File: src/rtl/lattice_pkg.sv
package lattice_pkg;
  // operation issued to the shared multiplier each cycle
  typedef enum logic [2:0] {
    OP_NONE,
    OP_FWD,   // forward value update
    OP_BWD,   // upper state word update
    OP_TAP,   // ladder accumulate of an upper state word
    OP_FIN    // bottom state load and bottom tap
  } op_t;
endpackage

File: src/rtl/lattice_coef_bank.sv
module lattice_coef_bank #(
  parameter int ORDER = 16,
  parameter int DW    = 16,
  parameter int IW    = 5
) (
  input  logic                 clk,
  input  logic                 rst,
  input  logic                 k_we,
  input  logic [IW-1:0]        k_waddr,
  input  logic signed [DW-1:0] k_wdata,
  input  logic                 t_we,
  input  logic [IW-1:0]        t_waddr,
  input  logic signed [DW-1:0] t_wdata,
  input  logic [IW-1:0]        k_idx,
  input  logic [IW-1:0]        t_idx,
  output logic signed [DW-1:0] k_rd,
  output logic signed [DW-1:0] t_rd
);
  logic signed [DW-1:0] k_mem [ORDER];
  logic signed [DW-1:0] t_mem [ORDER+1];

  always_ff @(posedge clk) begin
    for (int e = 0; e < ORDER; e++) begin
      if (rst) k_mem[e] <= '0;
      else if (k_we && k_waddr == IW'(e)) k_mem[e] <= k_wdata;
    end
    for (int e = 0; e <= ORDER; e++) begin
      if (rst) t_mem[e] <= '0;
      else if (t_we && t_waddr == IW'(e)) t_mem[e] <= t_wdata;
    end
  end

  always_comb begin
    k_rd = '0;
    for (int e = 0; e < ORDER; e++)
      if (k_idx == IW'(e)) k_rd = k_mem[e];
    t_rd = '0;
    for (int e = 0; e <= ORDER; e++)
      if (t_idx == IW'(e)) t_rd = t_mem[e];
  end
endmodule

File: src/rtl/lattice_seq.sv
module lattice_seq
  import lattice_pkg::*;
#(
  parameter int ORDER = 16,
  parameter int IW    = 5
) (
  input  logic          clk,
  input  logic          rst,
  input  logic          smp_valid,
  output logic          smp_ready,
  output logic          res_valid,
  input  logic          res_ready,
  output logic          start,
  output op_t           op,
  output logic [IW-1:0] k_idx,
  output logic [IW-1:0] t_idx
);
  typedef enum logic [1:0] {SQ_IDLE, SQ_RUN, SQ_FIN, SQ_HOLD} sq_t;

  sq_t           sq_q;
  logic [1:0]    phase_q;
  logic [IW-1:0] stage_q;

  assign smp_ready = (sq_q == SQ_IDLE);
  assign res_valid = (sq_q == SQ_HOLD);
  assign start     = smp_ready && smp_valid;
  assign k_idx     = stage_q;
  assign t_idx     = (sq_q == SQ_FIN) ? '0 : stage_q + IW'(1);

  always_comb begin
    op = OP_NONE;
    if (sq_q == SQ_RUN) begin
      case (phase_q)
        2'd0:    op = OP_FWD;
        2'd1:    op = OP_BWD;
        default: op = OP_TAP;
      endcase
    end else if (sq_q == SQ_FIN) begin
      op = OP_FIN;
    end
  end

  always_ff @(posedge clk) begin
    if (rst) begin
      sq_q    <= SQ_IDLE;
      phase_q <= '0;
      stage_q <= '0;
    end else begin
      case (sq_q)
        SQ_IDLE: if (smp_valid) begin
          sq_q    <= SQ_RUN;
          phase_q <= '0;
          stage_q <= IW'(ORDER - 1);
        end
        SQ_RUN: if (phase_q == 2'd2) begin
          phase_q <= '0;
          if (stage_q == '0) sq_q <= SQ_FIN;
          else stage_q <= stage_q - IW'(1);
        end else begin
          phase_q <= phase_q + 2'd1;
        end
        SQ_FIN:  sq_q <= SQ_HOLD;
        default: if (res_ready) sq_q <= SQ_IDLE;
      endcase
    end
  end
endmodule

File: src/rtl/lattice_datapath.sv
module lattice_datapath
  import lattice_pkg::*;
#(
  parameter int ORDER = 16,
  parameter int DW    = 16,
  parameter int FRAC  = 15,
  parameter int AW    = 32,
  parameter int IW    = 5
) (
  input  logic                 clk,
  input  logic                 rst,
  input  logic                 start,
  input  logic signed [DW-1:0] smp_data,
  input  op_t                  op,
  input  logic [IW-1:0]        k_idx,
  input  logic signed [DW-1:0] k_rd,
  input  logic signed [DW-1:0] t_rd,
  output logic signed [DW-1:0] res_data
);
  localparam int PW = 2 * DW;
  localparam logic signed [AW:0] D_HI  = {{(AW-DW+2){1'b0}}, {(DW-1){1'b1}}};
  localparam logic signed [AW:0] D_LO  = {{(AW-DW+2){1'b1}}, {(DW-1){1'b0}}};
  localparam logic signed [AW:0] A_HI  = {2'b00, {(AW-1){1'b1}}};
  localparam logic signed [AW:0] A_LO  = {2'b11, {(AW-1){1'b0}}};
  localparam logic signed [AW:0] RND_A = (AW+1)'(2**(FRAC-1));
  localparam logic signed [PW-1:0] RND_P = PW'(2**(FRAC-1));

  function automatic logic signed [DW-1:0] clip_d(input logic signed [AW:0] v);
    if (v > D_HI) return D_HI[DW-1:0];
    if (v < D_LO) return D_LO[DW-1:0];
    return v[DW-1:0];
  endfunction

  function automatic logic signed [AW-1:0] clip_a(input logic signed [AW:0] v);
    if (v > A_HI) return A_HI[AW-1:0];
    if (v < A_LO) return A_LO[AW-1:0];
    return v[AW-1:0];
  endfunction

  logic signed [DW-1:0] x_q;
  logic signed [DW-1:0] st_q [ORDER+1];
  logic signed [AW-1:0] acc_q;

  logic [IW-1:0]        up_idx;
  logic signed [DW-1:0] st_lo, st_up, opnd_a, opnd_b;
  logic signed [PW-1:0] prod, prod_rnd;
  logic signed [AW:0]   fwd_sum, bwd_sum, acc_sum, out_pre;

  assign up_idx = k_idx + IW'(1);

  always_comb begin
    st_lo = '0;
    st_up = '0;
    for (int e = 0; e <= ORDER; e++) begin
      if (k_idx  == IW'(e)) st_lo = st_q[e];
      if (up_idx == IW'(e)) st_up = st_q[e];
    end
  end

  // operand steering for the single shared multiplier
  always_comb begin
    opnd_a = k_rd;
    opnd_b = st_lo;
    case (op)
      OP_BWD: opnd_b = x_q;
      OP_TAP: begin opnd_a = t_rd; opnd_b = st_up; end
      OP_FIN: begin opnd_a = t_rd; opnd_b = x_q;   end
      default: ;
    endcase
  end

  assign prod     = PW'(opnd_a) * PW'(opnd_b);
  assign prod_rnd = (prod + RND_P) >>> FRAC;
  assign fwd_sum  = (AW+1)'(x_q)   - (AW+1)'(prod_rnd);
  assign bwd_sum  = (AW+1)'(st_lo) + (AW+1)'(prod_rnd);
  assign acc_sum  = (AW+1)'(acc_q) + (AW+1)'(prod);
  assign out_pre  = ((AW+1)'(acc_q) + RND_A) >>> FRAC;
  assign res_data = clip_d(out_pre);

  always_ff @(posedge clk) begin
    if (rst) begin
      x_q   <= '0;
      acc_q <= '0;
    end else if (start) begin
      x_q   <= smp_data;
      acc_q <= '0;
    end else if (op == OP_FWD) begin
      x_q <= clip_d(fwd_sum);
    end else if (op == OP_TAP || op == OP_FIN) begin
      acc_q <= clip_a(acc_sum);
    end
  end

  always_ff @(posedge clk) begin
    if (rst) begin
      for (int e = 0; e <= ORDER; e++) st_q[e] <= '0;
    end else begin
      if (op == OP_FIN) st_q[0] <= x_q;
      for (int e = 1; e <= ORDER; e++)
        if (op == OP_BWD && k_idx == IW'(e - 1)) st_q[e] <= clip_d(bwd_sum);
    end
  end
endmodule

File: src/rtl/lattice_ladder_iir.sv
module lattice_ladder_iir
  import lattice_pkg::*;
#(
  parameter int ORDER = 16,
  parameter int DW    = 16,
  parameter int FRAC  = 15,
  parameter int AW    = 32
) (
  input  logic                           clk,
  input  logic                           rst,
  input  logic                           smp_valid,
  output logic                           smp_ready,
  input  logic signed [DW-1:0]           smp_data,
  output logic                           res_valid,
  input  logic                           res_ready,
  output logic signed [DW-1:0]           res_data,
  input  logic                           k_we,
  input  logic [$clog2(ORDER+1)-1:0]     k_waddr,
  input  logic signed [DW-1:0]           k_wdata,
  input  logic                           t_we,
  input  logic [$clog2(ORDER+1)-1:0]     t_waddr,
  input  logic signed [DW-1:0]           t_wdata
);
  localparam int IW = $clog2(ORDER + 1);

  logic                 start;
  op_t                  op;
  logic [IW-1:0]        k_idx, t_idx;
  logic signed [DW-1:0] k_rd, t_rd;

  lattice_seq #(.ORDER(ORDER), .IW(IW)) u_seq (
    .clk(clk), .rst(rst),
    .smp_valid(smp_valid), .smp_ready(smp_ready),
    .res_valid(res_valid), .res_ready(res_ready),
    .start(start), .op(op), .k_idx(k_idx), .t_idx(t_idx)
  );

  lattice_coef_bank #(.ORDER(ORDER), .DW(DW), .IW(IW)) u_coef (
    .clk(clk), .rst(rst),
    .k_we(k_we), .k_waddr(k_waddr), .k_wdata(k_wdata),
    .t_we(t_we), .t_waddr(t_waddr), .t_wdata(t_wdata),
    .k_idx(k_idx), .t_idx(t_idx), .k_rd(k_rd), .t_rd(t_rd)
  );

  lattice_datapath #(.ORDER(ORDER), .DW(DW), .FRAC(FRAC), .AW(AW), .IW(IW)) u_dp (
    .clk(clk), .rst(rst), .start(start), .smp_data(smp_data),
    .op(op), .k_idx(k_idx), .k_rd(k_rd), .t_rd(t_rd), .res_data(res_data)
  );
endmodule

File: config.mk
export PLATFORM = sky130hd
export DESIGN_NAME = lattice_ladder_iir
export DESIGN_NICKNAME = d
export VERILOG_FILES = /design/src/rtl/lattice_pkg.sv /design/src/rtl/lattice_coef_bank.sv /design/src/rtl/lattice_seq.sv /design/src/rtl/lattice_datapath.sv /design/src/rtl/lattice_ladder_iir.sv
export SDC_FILE = /design/constraint.sdc
export NUM_CORES = 2
export LEC_CHECK = 0
export ABC_AREA = 0
export BUFFER_PORTS_ARGS = -buffer_cell sky130_fd_sc_hd__buf_4
export CORE_MARGIN = 3
export CORE_UTILIZATION = 40
export CTS_CLUSTER_SIZE = 10
export DETAILED_ROUTE_END_ITERATION = 12
export SLEW_MARGIN = 20
export SYNTH_ARGS = -nofsm -noshare
export SYNTH_HDL_FRONTEND = slang
export SYNTH_HIERARCHICAL = 1
export SYNTH_SLANG_ARGS = --single-unit
File: constraint.sdc
create_clock -name clk -period 12 [get_ports clk]
set_clock_uncertainty 0.1 [all_clocks]
set_input_delay 2.4 -clock clk [delete_from_list [all_inputs] [get_ports clk]]
set_output_delay 2.4 -clock clk [all_outputs]
set_load 0.01 [all_outputs]
Word level (Yosys, flattened, before mapping)
Memory sizes are Yosys's and may differ from the RTL's.
Index checks and enable logic that the tools add are counted.
{"block": "word_totals", "elab_cells": 708, "ram_bits": 800, "n_memories": 3, "in_bits": 64, "register_bits": 57, "output_inout_bits": 18}
{"block": "classes", "n_eq_ne": 92, "mul": 1, "n_mux": 472, "reduce_logical": 68, "bitwise_logic": 51, "add_sub_neg": 8, "order_cmp": 8}
{"memory": "u_coef.t_mem", "depth": 17, "word_bits": 16, "rd": 17, "rd_ports_with_merged_regs": 0, "wr": 17, "line": "lattice_coef_bank.sv:20", "rtl": "logic signed [DW-1:0] t_mem [ORDER+1];"}
{"memory": "u_dp.st_q", "depth": 17, "word_bits": 16, "rd": 17, "rd_ports_with_merged_regs": 0, "wr": 17, "line": "lattice_datapath.sv:41", "rtl": "logic signed [DW-1:0] st_q [ORDER+1];"}
{"memory": "u_coef.k_mem", "depth": 16, "word_bits": 16, "rd": 16, "rd_ports_with_merged_regs": 0, "wr": 16, "line": "lattice_coef_bank.sv:19", "rtl": "logic signed [DW-1:0] k_mem [ORDER];"}
{"op": "two-way mux 16 bit", "n": 194}
{"op": "two-way mux 1 bit", "n": 257}
{"op": "equality test 5 x 4 -> 1 bit, second input constant", "n": 40}
{"op": "two-way mux 32 bit", "n": 4}
{"op": "equality test 5 x 3 -> 1 bit, second input constant", "n": 20}
{"op": "greater-than comparator 33 x 16 -> 1 bit, second input constant", "n": 2}
{"op": "< comparator 33 x 16 -> 1 bit, second input constant", "n": 2}
{"op": "equality test 5 x 2 -> 1 bit, second input constant", "n": 10}
{"op": "logical AND 1 bit", "n": 50}
{"op": "OR 1 bit", "n": 50}
{"op": "adder 32 x 16 -> 33 bit, second input constant", "n": 1}
{"op": "adder 32 x 32 -> 33 bit", "n": 1}
{"op": "greater-than comparator 33 x 32 -> 1 bit, second input constant", "n": 1}
{"op": "< comparator 33 x 32 -> 1 bit, second input constant", "n": 1}
{"op": "adder 32 x 16 -> 32 bit, second input constant", "n": 1}
{"op": "multiplier 16 x 16 -> 32 bit", "n": 1}
{"op": "one-hot mux 16 bit (2 select lines)", "n": 1}
{"op": "equality test 5 x 1 -> 1 bit, second input constant", "n": 5}
{"op": "zero test 5 bit", "n": 5}
{"op": "equality test 5 bit, second input constant", "n": 4}
{"op": "two-way mux 5 bit", "n": 4}
{"op": "adder 16 x 17 -> 18 bit", "n": 1}
{"op": "greater-than comparator 18 x 16 -> 1 bit, second input constant", "n": 1}
{"op": "< comparator 18 x 16 -> 1 bit, second input constant", "n": 1}
{"op": "24 further kinds", "n": 43}

Longest topological paths before layout
{"block": "logic_depth", "depth_word": 37, "mapped_depth": 53, "ltp_nobuf": 48}

Modules after synthesis
Netlist, hierarchy kept.
{"mod": "lattice_datapath", "cells_each": 3035, "area_per_inst_um2": 29145.5, "n_inst": 1, "seq_area_each_um2": 9128.8}
{"mod": "lattice_coef_bank", "cells_each": 2064, "area_per_inst_um2": 25479.4, "n_inst": 1, "seq_area_each_um2": 15855.2}
{"mod": "lattice_seq", "cells_each": 85, "area_per_inst_um2": 700.7, "n_inst": 1, "seq_area_each_um2": 180.2}

Worst setup path after synthesis
OpenSTA, ideal clock, no wires.
{"block": "synth_path", "kind": "flip-flop to flip-flop", "startpoint": "register u_seq.stage_q[0], in the netlist u_seq/k_idx[0]", "endpoint": "memory u_dp.st_q[6][5], in the netlist u_dp/st_q[0][101] (data pin)", "setup_time_ns": 0.200, "arrival_ns": 11.734, "required_time_ns": 11.700, "path_buffers": 5, "synth_period_minus_slack_ns": 12.033, "path_stages_with_launch": 48, "setup_slack_ns": -0.033, "path_cell_list": "dfxtp_1 buf_2 buf_6 buf_4 nand2_2 nor2_1 ha_1 or3b_2 nor2_1 a22oi_1 nand3_1 a211oi_1 a21oi_1 a221oi_1 o221ai_1 a21oi_1 buf_2 nor2_1 [... 12 more ...] nand2_4 a2111oi_4 a21oi_2 or4_1 and3_4 nor4b_4 and2_1 and3_1 xor2_1 ha_1 or2_2 o41a_1 o21ai_1 a211oi_1 a21o_1 a2111oi_2 clkbuf_1 a21o_1"}
{"element": "start: declaration", "line": "lattice_seq.sv:22", "rtl": "logic [IW-1:0] stage_q;"}
{"element": "start signal: assignment", "line": "lattice_seq.sv:53", "rtl": "stage_q <= IW'(ORDER - 1);"}
{"element": "start signal: assignment", "line": "lattice_seq.sv:58", "rtl": "else stage_q <= stage_q - IW'(1);"}
{"element": "end: declaration", "line": "lattice_datapath.sv:41"}

==> impl_metrics.ini <==
[detailed_routing]
first_pass_iters = 7
drc = 0
via_per_inst = 5.91
drtIter0Drc = 5439
route.vias.total = 44578
wire_per_inst_um = 26.4
drtAntennaViolNets = 0
wl_um = 199000

[timing]
finalSetupViolations = 0
slew_viol_final = 0
fmaxAchievable_mhz = 85.9
hold_viol = 0
worst_slew_margin_rel = 0.196
period_needed_ps = 11640
period_share = 0.970
fin_ws_ps = 358
whs_ps = 446
worst_pin_slew_ps = 1200

[job]
cap_violations = 0

[cts]
cts_root_buf = clkbuf_16
ctsLongestPathBuffers = 3
cts_max_level = 3
cts_buffers = 101
cts_tree = built
clock-sinks = 857
hold_buffers = 0
clkLatencyLatePin_ps = 750
clk_pin_slew_ps = 50

[die]
core_area_um2 = 136000
die_area_um2 = 143000
io_pins = 82
start_util = 0.405
die_x_um = 378
num_rows = 135
fp.dieH_um = 378

[finish]
drive_gt1_frac = 0.181
fin_area_um2 = 65800
nets = 6188
final_common_cell = edfxtp_1
final_cell_mix = 800 x edfxtp_1, 644 x buf_4, 576 x and2_1
syn2layout_area_growth_pct = 18.9

[placement]
io_buffer_count = 81
place_area_um2 = 62200
hpwl_um = 146000
gp_congestion = 0.992
pre_cts_slack_ps = -104

[logic_synthesis]
synth_cell_types = 115
syn-mean-instance-area_um2 = 10.7
synth_edf_count = 800
syn-num-nets = 5672
ys_seq_area_frac = 0.455
dominantRegCellSynth = edfxtp_1
synth-seq-cells = 857
ys_warn_count = 6
syn_inst = 5184
netlist_area_um2 = 55300
async_flop_share = 0

[setup_path]
critical_path_class = reg -> reg
cp_top_family = adder cells
start_kind = flip-flop
crit_top_cell = fa_1
worst-path-buf-inv = 11
cp.required_ps = 12490
max_stage_delay_ps = 610
critPathSlowestCell = fa_1
cp_max_fo = 16
arrival_ps = 12130
worstSetupEndpointType = flip-flop

[grt]
grt_pass1_wl_um = 289000
grt_max_degree = 66
antenna_found_initial = 4
overflow = 0
first_global_vias = 43296
grtUsageTotal = 0.273

[run_status]
status = finished, final reports clean

[min_path]
min_path_type = reg -> reg
## path summary, 6_finish.rpt
kind | start | endpoint | slack [ps] | cells after the start
max | u_seq/k_idx[1] | u_dp/st_q[0][34] | 360 | 47
min | u_dp/acc_q[6] | u_dp/acc_q[6] | 450 | 2
max reg2reg | u_seq/k_idx[1] | u_dp/st_q[0][34] | 360 | 47
min reg2reg | u_dp/acc_q[6] | u_dp/acc_q[6] | 450 | 2
## tightest hold or removal path: stages (launching register included)
cell     delay, ps
dfxtp_1        310
o21ai_0        150
a21oi_1         40
## state kept, by name, summed over array words and instances, names as in the netlist
register	cells
u_dp/acc_q	32
u_coef/k_mem	256
u_coef/t_mem	272
u_dp/st_q	272
u_seq/phase_q	2
u_seq/sq_q	2
u_dp/x_q	16
u_seq/k_idx	5
## layout make-up
type                            instances  area [um2]
Clock inverter                         20         323
Sequential cell                       857       25200
Fill cell                           12429       70700
Antenna cell                            3        7.51
Timing Repair Buffer                  699        5880
Multi-Input combinational cell       3671       28100
Tap cell                             1781        2230
Inverter                              370        1390
Clock buffer                          137        2670
## layer usage
metal	vias up	share of wire	GRT usage
li1	19657	-	-
met1	22221	0.42	0.380
met2	2246	0.45	0.425
met3	452	0.091	0.0480
met4	2	0.043	0.105
met5	-	0.000055	0
## timing repair
action / 4_1_cts / 5_1_grt
pin swaps: 0 / 16
setup buffers: 0 / 14
gates cloned: 0 / 1
gates resized for setup: 7 / 96
setup endpoints to repair: 255 / 272
## Yosys cell counts (all sizes together) (15+ instances only)
| library cell | instances | area share |
|---|---|---|
| o22ai | 84 | 0.0095 |
| a22o | 15 | 0.0024 |
| nand4 | 30 | 0.0034 |
| a221oi | 38 | 0.0065 |
| a221o | 23 | 0.0042 |
| nor3 | 70 | 0.0070 |
| clkbuf | 206 | 0.014 |
| and3 | 45 | 0.0052 |
| ha | 158 | 0.036 |
| a21oi | 227 | 0.021 |
| and2 | 578 | 0.065 |
| inv | 370 | 0.025 |
| o21a | 33 | 0.0045 |
| a21o | 99 | 0.013 |
| edfxtp | 800 | 0.43 |
| nor2 | 409 | 0.028 |
| a222oi | 25 | 0.0045 |
| a2111oi | 29 | 0.0050 |
| dfxtp | 57 | 0.021 |
| nor4 | 21 | 0.0025 |
| fa | 266 | 0.096 |
| nand2 | 339 | 0.023 |
| o211ai | 22 | 0.0030 |
| xnor2 | 76 | 0.012 |
| nand3 | 70 | 0.0066 |
| or3 | 29 | 0.0033 |
| a31oi | 32 | 0.0036 |
| nor2b | 47 | 0.0053 |
| or3b | 15 | 0.0024 |
| o2bb2ai | 18 | 0.0028 |
| mux2i | 68 | 0.012 |
| nand2b | 68 | 0.0077 |
| buf | 80 | 0.0080 |
| o221ai | 16 | 0.0025 |
| a22oi | 116 | 0.016 |
| nand3b | 20 | 0.0027 |
| nor3b | 20 | 0.0029 |
| o21ai | 228 | 0.021 |
| or2 | 28 | 0.0032 |
| mux2 | 20 | 0.0041 |
| o21bai | 22 | 0.0030 |
| xor2 | 44 | 0.0071 |
| a211oi | 50 | 0.0069 |
## logic make-up (layout without fill, tap and decap cells)
kind of cell               Yosys count  count (layout)  synth area share
adders and majority gates          424             424             0.132
AOI/OAI and AO/OA                 1203            1203             0.150
muxes                              101             101            0.0217
DFF                                857             857             0.455
xor gates and xnor gates           120             120            0.0191
buffers and inverters              656            1226            0.0472
and+or+nand+nor                   1823            1823             0.175
other                                0               3                 0
## stage by stage
step            util  TNS, ps  instances
2_1_floorplan      -        0       5184
3_3_place_gp   0.455     -301       7362
3_5_place_dp   0.455    -2130       7363
4_1_cts        0.478        0       7520
5_1_grt        0.482    -3170       7535
6_report       0.482        0       7538
Power is left out: the tool's default activity adds up to more than one toggle a clock period on the data nets, which glitch-free logic cannot reach.
